## src/rtl/selftest_pkg.sv

```systemverilog
// Shared definitions for the self-test sequencer: step encoding and status codes.
// Assumes a 32-bit status word seen by the rest of the chip.
package selftest_pkg;

    typedef enum logic [2:0] {
        ST_IDLE  = 3'd0,
        ST_HASH  = 3'd1,
        ST_SIG   = 3'd2,
        ST_INTEG = 3'd3,
        ST_OPER  = 3'd4,
        ST_ERR   = 3'd5
    } step_e;

    localparam logic [31:0] CODE_BUSY      = 32'h0000_0000;
    localparam logic [31:0] CODE_PASS      = 32'h5A5A_0001;
    localparam logic [31:0] CODE_HASH_FAIL = 32'hAA00_00FB;
    localparam logic [31:0] CODE_SIG_FAIL  = 32'hAA00_00FC;
    localparam logic [31:0] CODE_INT_FAIL  = 32'hAA00_00FD;

endpackage

```

## src/rtl/selftest_step_timer.sv

```systemverilog
// Per-step watchdog counter. It counts cycles while a test step is active and
// flags expiry after LIMIT cycles in the step.
// Assumes clr_i pulses on every step change, so each step gets a fresh window.
module selftest_step_timer #(
    parameter int LIMIT = 4096
) (
    input  logic clk,
    input  logic rst_n,
    input  logic run_i,
    input  logic clr_i,
    output logic expired_o
);
    localparam int CW = $clog2(LIMIT + 1);

    logic [CW-1:0] cnt_q;

    // Count cycles spent in the current step, saturating at the limit.
    always_ff @(posedge clk) begin
        if (!rst_n || clr_i) begin
            cnt_q <= '0;
        end else if (run_i && !expired_o) begin
            cnt_q <= cnt_q + 1'b1;
        end
    end

    assign expired_o = (cnt_q == CW'(LIMIT));

endmodule

```

## src/rtl/selftest_digest_cmp.sv

```systemverilog
// Wide digest equality check split into lanes. Each lane compares one slice and
// the lane results are AND-reduced.
// Assumes DIG_W is a multiple of LANE_W. The result is combinational and is
// sampled by the controller on the digest done strobe.
module selftest_digest_cmp #(
    parameter int DIG_W  = 384,
    parameter int LANE_W = 32
) (
    input  logic [DIG_W-1:0] calc_i,
    input  logic [DIG_W-1:0] ref_i,
    output logic             match_o
);
    localparam int LANES = DIG_W / LANE_W;

    logic [LANES-1:0] lane_eq;

    for (genvar g = 0; g < LANES; g++) begin : g_lane
        // Compare one slice of the digest.
        assign lane_eq[g] = (calc_i[g*LANE_W +: LANE_W] == ref_i[g*LANE_W +: LANE_W]);
    end

    assign match_o = &lane_eq;

endmodule

```

## src/rtl/selftest_ctrl.sv

```systemverilog
// Sequencing state machine: hash test, then signature test, then digest check,
// then operational state. It also handles the on-demand digest re-check and a
// sticky error state.
// Assumes done strobes are single-cycle and that a done has priority over a
// timeout expiring in the same cycle.
module selftest_ctrl
    import selftest_pkg::*;
(
    input  logic        clk,
    input  logic        rst_n,
    input  logic        start_i,
    input  logic        ondemand_i,
    input  logic        hash_done_i,
    input  logic        hash_pass_i,
    input  logic        sig_done_i,
    input  logic        sig_pass_i,
    input  logic        dig_done_i,
    input  logic        dig_match_i,
    input  logic        expired_i,
    output logic        test_active_o,
    output logic        step_chg_o,
    output logic        hash_req_o,
    output logic        sig_req_o,
    output logic        dig_req_o,
    output logic [31:0] status_o,
    output logic        data_en_o,
    output logic        ready_o
);
    step_e       state_q, state_d;
    logic [31:0] status_q, status_d;

    // Next-step and status decision for the current step.
    always_comb begin
        state_d  = state_q;
        status_d = status_q;
        case (state_q)
            ST_IDLE: begin
                if (start_i) begin
                    state_d  = ST_HASH;
                    status_d = CODE_BUSY;
                end
            end
            ST_HASH: begin
                if (hash_done_i) begin
                    if (hash_pass_i) begin
                        state_d = ST_SIG;
                    end else begin
                        state_d  = ST_ERR;
                        status_d = CODE_HASH_FAIL;
                    end
                end else if (expired_i) begin
                    state_d  = ST_ERR;
                    status_d = CODE_HASH_FAIL;
                end
            end
            ST_SIG: begin
                if (sig_done_i) begin
                    if (sig_pass_i) begin
                        state_d = ST_INTEG;
                    end else begin
                        state_d  = ST_ERR;
                        status_d = CODE_SIG_FAIL;
                    end
                end else if (expired_i) begin
                    state_d  = ST_ERR;
                    status_d = CODE_SIG_FAIL;
                end
            end
            ST_INTEG: begin
                if (dig_done_i) begin
                    if (dig_match_i) begin
                        state_d  = ST_OPER;
                        status_d = CODE_PASS;
                    end else begin
                        state_d  = ST_ERR;
                        status_d = CODE_INT_FAIL;
                    end
                end else if (expired_i) begin
                    state_d  = ST_ERR;
                    status_d = CODE_INT_FAIL;
                end
            end
            ST_OPER: begin
                if (ondemand_i) begin
                    state_d  = ST_INTEG;
                    status_d = CODE_BUSY;
                end
            end
            ST_ERR: begin
                state_d = ST_ERR;
            end
            default: begin
                state_d  = ST_ERR;
                status_d = CODE_INT_FAIL;
            end
        endcase
    end

    // State and status registers.
    always_ff @(posedge clk) begin
        if (!rst_n) begin
            state_q  <= ST_IDLE;
            status_q <= CODE_BUSY;
        end else begin
            state_q  <= state_d;
            status_q <= status_d;
        end
    end

    assign step_chg_o    = (state_d != state_q);
    assign test_active_o = (state_q == ST_HASH) || (state_q == ST_SIG) || (state_q == ST_INTEG);
    assign hash_req_o    = (state_q == ST_HASH);
    assign sig_req_o     = (state_q == ST_SIG);
    assign dig_req_o     = (state_q == ST_INTEG);
    assign data_en_o     = (state_q == ST_OPER);
    assign ready_o       = (state_q == ST_OPER);
    assign status_o      = status_q;

endmodule

```

## src/rtl/selftest_seq.sv

```systemverilog
// Top of the power-up self-test sequencer. It wires the controller, the per-step
// timeout counter and the wide digest comparator together.
// Assumes the external engines hold their results until they strobe done.
module selftest_seq #(
    parameter int DIG_W       = 384,
    parameter int LANE_W      = 32,
    parameter int TIMEOUT_CYC = 4096
) (
    input  logic             clk,
    input  logic             rst_n,
    input  logic             start_i,
    input  logic             ondemand_i,
    output logic             hash_req_o,
    input  logic             hash_done_i,
    input  logic             hash_pass_i,
    output logic             sig_req_o,
    input  logic             sig_done_i,
    input  logic             sig_pass_i,
    output logic             dig_req_o,
    input  logic             dig_done_i,
    input  logic [DIG_W-1:0] dig_calc_i,
    input  logic [DIG_W-1:0] dig_ref_i,
    output logic [31:0]      status_o,
    output logic             data_en_o,
    output logic             ready_o
);
    logic dig_match;
    logic expired;
    logic test_active;
    logic step_chg;

    selftest_digest_cmp #(
        .DIG_W  (DIG_W),
        .LANE_W (LANE_W)
    ) u_cmp (
        .calc_i  (dig_calc_i),
        .ref_i   (dig_ref_i),
        .match_o (dig_match)
    );

    selftest_step_timer #(
        .LIMIT (TIMEOUT_CYC)
    ) u_timer (
        .clk       (clk),
        .rst_n     (rst_n),
        .run_i     (test_active),
        .clr_i     (step_chg),
        .expired_o (expired)
    );

    selftest_ctrl u_ctrl (
        .clk           (clk),
        .rst_n         (rst_n),
        .start_i       (start_i),
        .ondemand_i    (ondemand_i),
        .hash_done_i   (hash_done_i),
        .hash_pass_i   (hash_pass_i),
        .sig_done_i    (sig_done_i),
        .sig_pass_i    (sig_pass_i),
        .dig_done_i    (dig_done_i),
        .dig_match_i   (dig_match),
        .expired_i     (expired),
        .test_active_o (test_active),
        .step_chg_o    (step_chg),
        .hash_req_o    (hash_req_o),
        .sig_req_o     (sig_req_o),
        .dig_req_o     (dig_req_o),
        .status_o      (status_o),
        .data_en_o     (data_en_o),
        .ready_o       (ready_o)
    );

endmodule

```

## config.mk

```make
export PLATFORM = sky130hd
export DESIGN_NAME = selftest_seq
export DESIGN_NICKNAME = d
export VERILOG_FILES = /design/src/rtl/selftest_pkg.sv /design/src/rtl/selftest_step_timer.sv /design/src/rtl/selftest_digest_cmp.sv /design/src/rtl/selftest_ctrl.sv /design/src/rtl/selftest_seq.sv
export SDC_FILE = /design/constraint.sdc
export NUM_CORES = 1
export LEC_CHECK = 0
export ABC_AREA = 1
export BUFFER_PORTS_ARGS = -buffer_cell sky130_fd_sc_hd__buf_2
export CAP_MARGIN = 30
export CORE_AREA = 4 4 315 317
export CTS_BUF_LIST = sky130_fd_sc_hd__clkbuf_16
export CTS_CLUSTER_SIZE = 30
export DETAILED_ROUTE_END_ITERATION = 10
export DIE_AREA = 0 0 319 321
export GPL_ROUTABILITY_DRIVEN = 0
export PLACE_DENSITY_LB_ADDON = 0.2
export REMOVE_ABC_BUFFERS = 1
export SETUP_SLACK_MARGIN = 0.3
export SYNTH_ARGS = -nofsm -noshare
export SYNTH_HDL_FRONTEND = slang
export SYNTH_SLANG_ARGS = --single-unit
export TNS_END_PERCENT = 5
```

## constraint.sdc

```tcl
create_clock -name clk -period 2.9 [get_ports clk]
set_input_delay 0.29 -clock clk [delete_from_list [all_inputs] [get_ports clk]]
set_output_delay 0.29 -clock clk [all_outputs]
set_load 0.1 [all_outputs]
```

### Word-level counts from Yosys, hierarchy flattened

Index checks and enable logic that the tools add are counted.

| operators by class | value |
|---|---|
| add/sub/neg operators | 1 |
| equality and inequality tests | 26 |
| bitwise operators | 1 |
| reductions and logical operators | 9 |
| multiplexer cells | 22 |

Operators with widths:

| kind | number |
|---|---|
| $eq A32 B32 Y1 | 12 |
| $mux W32 | 11 |
| $pmux W32 S6 | 1 |
| $mux W3 | 8 |
| $pmux W3 S5 | 1 |
| $add A13 B1 Y13 const B | 1 |
| $eq A13 B13 Y1 const B | 1 |
| $reduce_and A12 Y1 | 1 |
| $ne A3 B1 Y1 const B | 3 |
| $reduce_and A8 Y1 | 1 |
| $eq A3 B2 Y1 const B | 2 |
| $eq A3 B3 Y1 const B | 2 |
| $ne A3 B3 Y1 const B | 2 |
| $ne A2 B2 Y1 const B | 2 |
| $eq A3 B1 Y1 const B | 1 |
| $logic_not A3 Y1 | 1 |
| $logic_or A1 B1 Y1 | 3 |
| $ne A3 B3 Y1 | 1 |
| $logic_not A1 Y1 | 2 |
| $logic_and A1 B1 Y1 | 1 |
| $mux W1 | 1 |
| $not A1 Y1 | 1 |

| word-level totals | value |
|---|---|
| flip-flop bits (word level) | 48 |
| bits of input ports | 777 |
| output and inout bits | 37 |
| word-level logic and storage cells | 62 |

### Logic depth before layout (Yosys ltp)

| logic depth | value |
|---|---|
| word-level depth | 7 |
| mapped depth | 17 |

### Hierarchy

From an unflattened synthesis, not the netlist that was laid out.

| second synthesis, totals | value |
|---|---|
| cell total of the unflattened synthesis | 1,552 |
| area, all modules | 7,756.2 sq um |

By module, submodules not included:

| module | instances | seq. area each (sq um) | cells an instance | area an instance (sq um) |
|---|---|---|---|---|
| selftest_digest_cmp | 1 | 0.0 | 1,276 | 5,992.0 |
| selftest_step_timer | 1 | 260.2 | 140 | 908.4 |
| selftest_ctrl | 1 | 180.2 | 136 | 855.8 |

### Least setup slack after synthesis

Ideal clock, no wire load.

| timing path | value |
|---|---|
| path type | register to register |
| start point | register u_ctrl.state_q[1] |
| end point | register u_timer.cnt_q[5] |
| library setup time | 62 ps |
| stages on the path, launching flop included | 16 |
| data arrival time | 2,480 ps |
| period minus slack after synthesis | 2,542 ps |
| slack | 358 ps |
| cells stage by stage | dfxtp_1 inv_2 nor3_4 nand2_1 nor2_2 nor4_2 nand2_2 inv_2 nand2_2 nand3_2 nand2_1 nand2_1 nor2_2 nand2_2 buf_6 nor2_2 |

| on the way | value |
|---|---|
| elaborated cells on any way between the ends | 17 |
| classes of those cells | 5 x eq/ne; 7 x mux; 5 x reduce/logical |

RTL lines:

| what | line | RTL |
|---|---|---|
| from (decl) | selftest_ctrl.sv:29 | `step_e state_q, state_d;` |
| from (signal assigned) | selftest_ctrl.sv:105 | `state_q <= state_d;` |
| $eq A3 B2 Y1 (*) | - |  |
| named net sig_req_o | selftest_seq.sv:16 | `output logic sig_req_o,` |
| $pmux W3 S5 or $logic_or A1 B1 Y1 (tied branches) | selftest_ctrl.sv:36, selftest_ctrl.sv:111 |  |
| $ne A3 B3 Y1 or $logic_or A1 B1 Y1 (tied branches) | selftest_ctrl.sv:110, selftest_ctrl.sv:111 |  |
| $logic_or A1 B1 Y1 or $logic_and A1 B1 Y1 (tied branches) | selftest_step_timer.sv:19, selftest_step_timer.sv:21 |  |
| to (signal assigned) | selftest_step_timer.sv:22 | `cnt_q <= cnt_q + 1'b1;` |
| to (decl) | selftest_step_timer.sv:15 | `logic [CW-1:0] cnt_q;` |

Mark *: on every way through the listed nets, which the timed path passes. The rest lies on a longest branch.
A chain may end at the register's enable or synchronous reset.

### Worst setup path in the final report

| timing path | value |
|---|---|
| start point | register u_ctrl.state_q[1] |
| end point | register u_timer.cnt_q[6] |

| on the way | value |
|---|---|
| longest elaborated chain between the ends | 5 |
| elaborated cells on any way between the ends | 17 |
| classes of those cells | 5 x eq/ne; 7 x mux; 5 x reduce/logical |

RTL lines:

| what | line | RTL |
|---|---|---|
| $mux W3 | selftest_ctrl.sv:51, selftest_ctrl.sv:64, selftest_ctrl.sv:78 |  |
| $mux W3 (on tied branches) | selftest_ctrl.sv:70, selftest_ctrl.sv:44, selftest_ctrl.sv:57 |  |
| $pmux W3 S5 | selftest_ctrl.sv:36 | `case (state_q)` |
| $ne A3 B3 Y1 | selftest_ctrl.sv:110 | `assign step_chg_o = (state_d != state_q);` |
| $logic_or A1 B1 Y1 | selftest_step_timer.sv:19 | `if (!rst_n \|\| clr_i) begin` |

Parallel ways exist; a longest one is shown, timed or not.

==> impl_results.md <==
* Required @ worst endpoint at 3.10 ns
* Most frequent cell after synthesis: nand2_1
* Post-route cell area at 13,420 sq um
* Clock tree buffer depth at 2
* Setup WS pre-CTS at 0.1350 ns
* Post-synthesis compound-gate area fraction at 0.09588
* Buffers added on ports at 799
* Number of global-route vias before repair at 11,890
* Outcome: finished clean
* Maximum vdd ir drop at 0.0006373 V
* Seq/Total Area, Yosys at 0.05682
* Starting Density at 0.08051
* Io pins at 814
* Largest stage delay, worst path at 0.47 ns
* Fmax at 440.2 MHz
* Die area at 102,400 sq um
* Synth Area in XOR/XNOR at 0.1571
* Std cell rows at 114
* Layout Nets at 3,232
* Initial antenna violation count at 18
* Top cell family by delay on the critical path: simple AND/OR/NAND/NOR gates
* Worst-path clk slew at 0.07 ns
* Int Pwr at 1492 uW
* Fin worst setup slack at 0.6284 ns
* Synth Warn # at 0
* Area contributors post-synth: nand2_1, inv_1, nor2_1
* Remaining global-route overflow at 0
* Mapped cell area at 7751 sq um
* Hold_buf cts at 0
* DRC at 0
* Layout cell share with drive strength beyond 1 at 0.3442
* DR vias at 11,770
* Placed instance area at 13,300 sq um
* Area leader, netlist: nand2_1
* P&R area growth vs syn at 73.12%
* Max-cap violations at 0
* Clock root buffer: clkbuf_16
* Met1 Track Usage GR at 0.1304
* Ys async rst share at 0
* Simple logic cell fraction of the synthesized area at 0.4851
* Mapped Cells at 1,650
* Sequential power share at 0.115
* First-pass GRT wire length at 78.97 mm
* Die span in y at 321 um
* Total leakage power at 0.007998 uW
* Crit path buf inv count at 3
* Via density at 3.152
* Crit end category: flop
* Worst-Margin Slew at 0.6340 ns
* Post-synthesis mux area share at 0
* Core box area at 96,280 sq um
* Critical Path AT at 2.48 ns
* Top_reg_cell synth: dfxtp_1
* Number of CTS-inserted buffers at 3
* Worst-skew pair later-pin latency at 0.26 ns
* Largest family of logic cells by synthesized area: simple AND/OR/NAND/NOR gates
* Final period utilization at 0.7833
* Worst-path fanout max at 13
* Hpwl dp at 56.12 mm
* Setup bufs post-CTS at 0
* # setup viols final at 0
* Critical-path cell list: inv_2 > nor3_4 > nand2_1 > nor2_2 > nor4_2 > nand2_2 > inv_2 > nand2_2 > nand3_2 > nand2_1 > nand2_1 > nor2_2 > nand2_2 > buf_12 > nor2_1
* Adder-cell area share of the yosys netlist at 0.003228
* Slew Viols, Final at 0
* Final Hold Vio Count at 0
* CTS tree: built
* Seq cells post-synth at 22
* Slew Limit Headroom at 0.5773
* Fill cells at 11,610
* Synth top cells by count: nand2_1, inv_1, nor2_1, o21ai_0, xor2_1
* NetSw at 2043 uW
* Layer with the highest usage: met2
* CTS sink count at 22
* Worst Skew at 0.006126 ns
* Largest net degree at the start of global routing at 14
* GR Layer Usage met3 at 0.02045
* RSZ-0062 raised after global routing: false
* Final Util at 0.1394
* Hold slack at 0.3007 ns
* Mean Syn Cell Area at 4.698 sq um
* Grt met2 use at 0.2001
* Clk pwr share at 0.113
* Routed Antenna Nets at 0
* Switching part of the total power at 0.5780
* Post-layout min period at 2.272 ns
* Kind of critical path: reg -> reg
* Tot GR Track Use at 0.1059
* Htree depth at 1
* Pwr Total at 3535 uW
* Routed WL at 58.49 mm
* CP max-delay cell: dfxtp_1
* Die width at 319 um
* HP Class: in -> reg
* PD cells at 263.5 nW/um^2
* Combinational share of power at 0.772
* CP startpoint kind: flop
* Post-synth top area share at 0.2528
* Post-synth cell types at 32
* EDFF count, synth at 0
* Initial drt markers at 420
* Post-CTS sizing at 0
* WL/cell at 15.67 um
* TritonRoute pass-1 iters at 5
==> worst paths after layout <==
kind,start,end,slack (ns),cells past startpoint
setup / recovery,u_ctrl.state_q[1],u_timer.cnt_q[6],0.63,15
hold / removal,rst_n,u_ctrl.state_q[2],0.30,3
setup reg to reg,u_ctrl.state_q[1],u_timer.cnt_q[6],0.63,15
hold reg to reg,u_ctrl.status_o[0],u_ctrl.status_o[0],0.47,2
==> sequential cells by signal, summed over array words and instances (netlist names) <==
signal	cells
u_ctrl.status_o	6
u_timer.cnt_q	13
u_ctrl.state_q	3
==> power groups by stage <==
stage | sequential, uW | clock, uW | combinational [uW]
5_1_grt | 422 | 420 | 2990
3_3_place_gp | 417 | 0 | 2770
4_1_cts | 412 | 407 | 2770
3_5_place_dp | 418 | 0 | 2760
2_1_floorplan | 992 | 0 | 1040
6_report | 408 | 398 | 2730
==> through the flow <==
step                      setup TNS, ns  std cells
after global routing                  0       3729
after floorplan                  -28.84       1635
after global placement                0       3724
after CTS                             0       3728
final                                 0       3733
after detailed placement              0       3724
==> worst min-delay path: stages <==
cell,delay [ns]
buf_2,0.14
nand2_1,0.06
inv_1,0.04
==> metal layers <==
metal	vias to the layer above	part of all wire	routed length (um)
li1	6399	-	-
met1	4886	0.43	24860
met2	443	0.51	29540
met3	28	0.066	3832
met4	12	0.0034	197
met5	-	0.0011	63
==> kinds of logic (layout without fill, tap and decap cells) <==
kind of cell               after synthesis  after routing
AOI/OAI and AO/OA                      145            145
other                                    1             19
DFF                                     22             22
and+or+nand+nor                        954            954
buffers and inverters                  387           1176
xor gates and xnor gates               139            139
adders and majority gates                2              2
==> layout by cell type, fill, tap and decap left out, drive strengths merged, types with 14 or more instances in the layout <==
cell and instances:
nand2 526, dfxtp 22, o21ai 126, conb 14, nor2 369, inv 359
xnor2 29, xor2 110, nand3 25, nor3 18, buf 813
==> cell type report <==
cell class	instances	area (sq um)	share of cell area
diodes	5	12.51	0.0009324
clock buffers	3	75.07	0.005594
clock inverters	1	30.03	0.002238
inverters	359	1348	0.1004
multi-input cells	1254	5801	0.4323
flip-flops and latches	22	440.4	0.03282
well taps	1276	1597	0.1190
repair buffers	813	4116	0.3068
(Power assumes the default switching activity.)
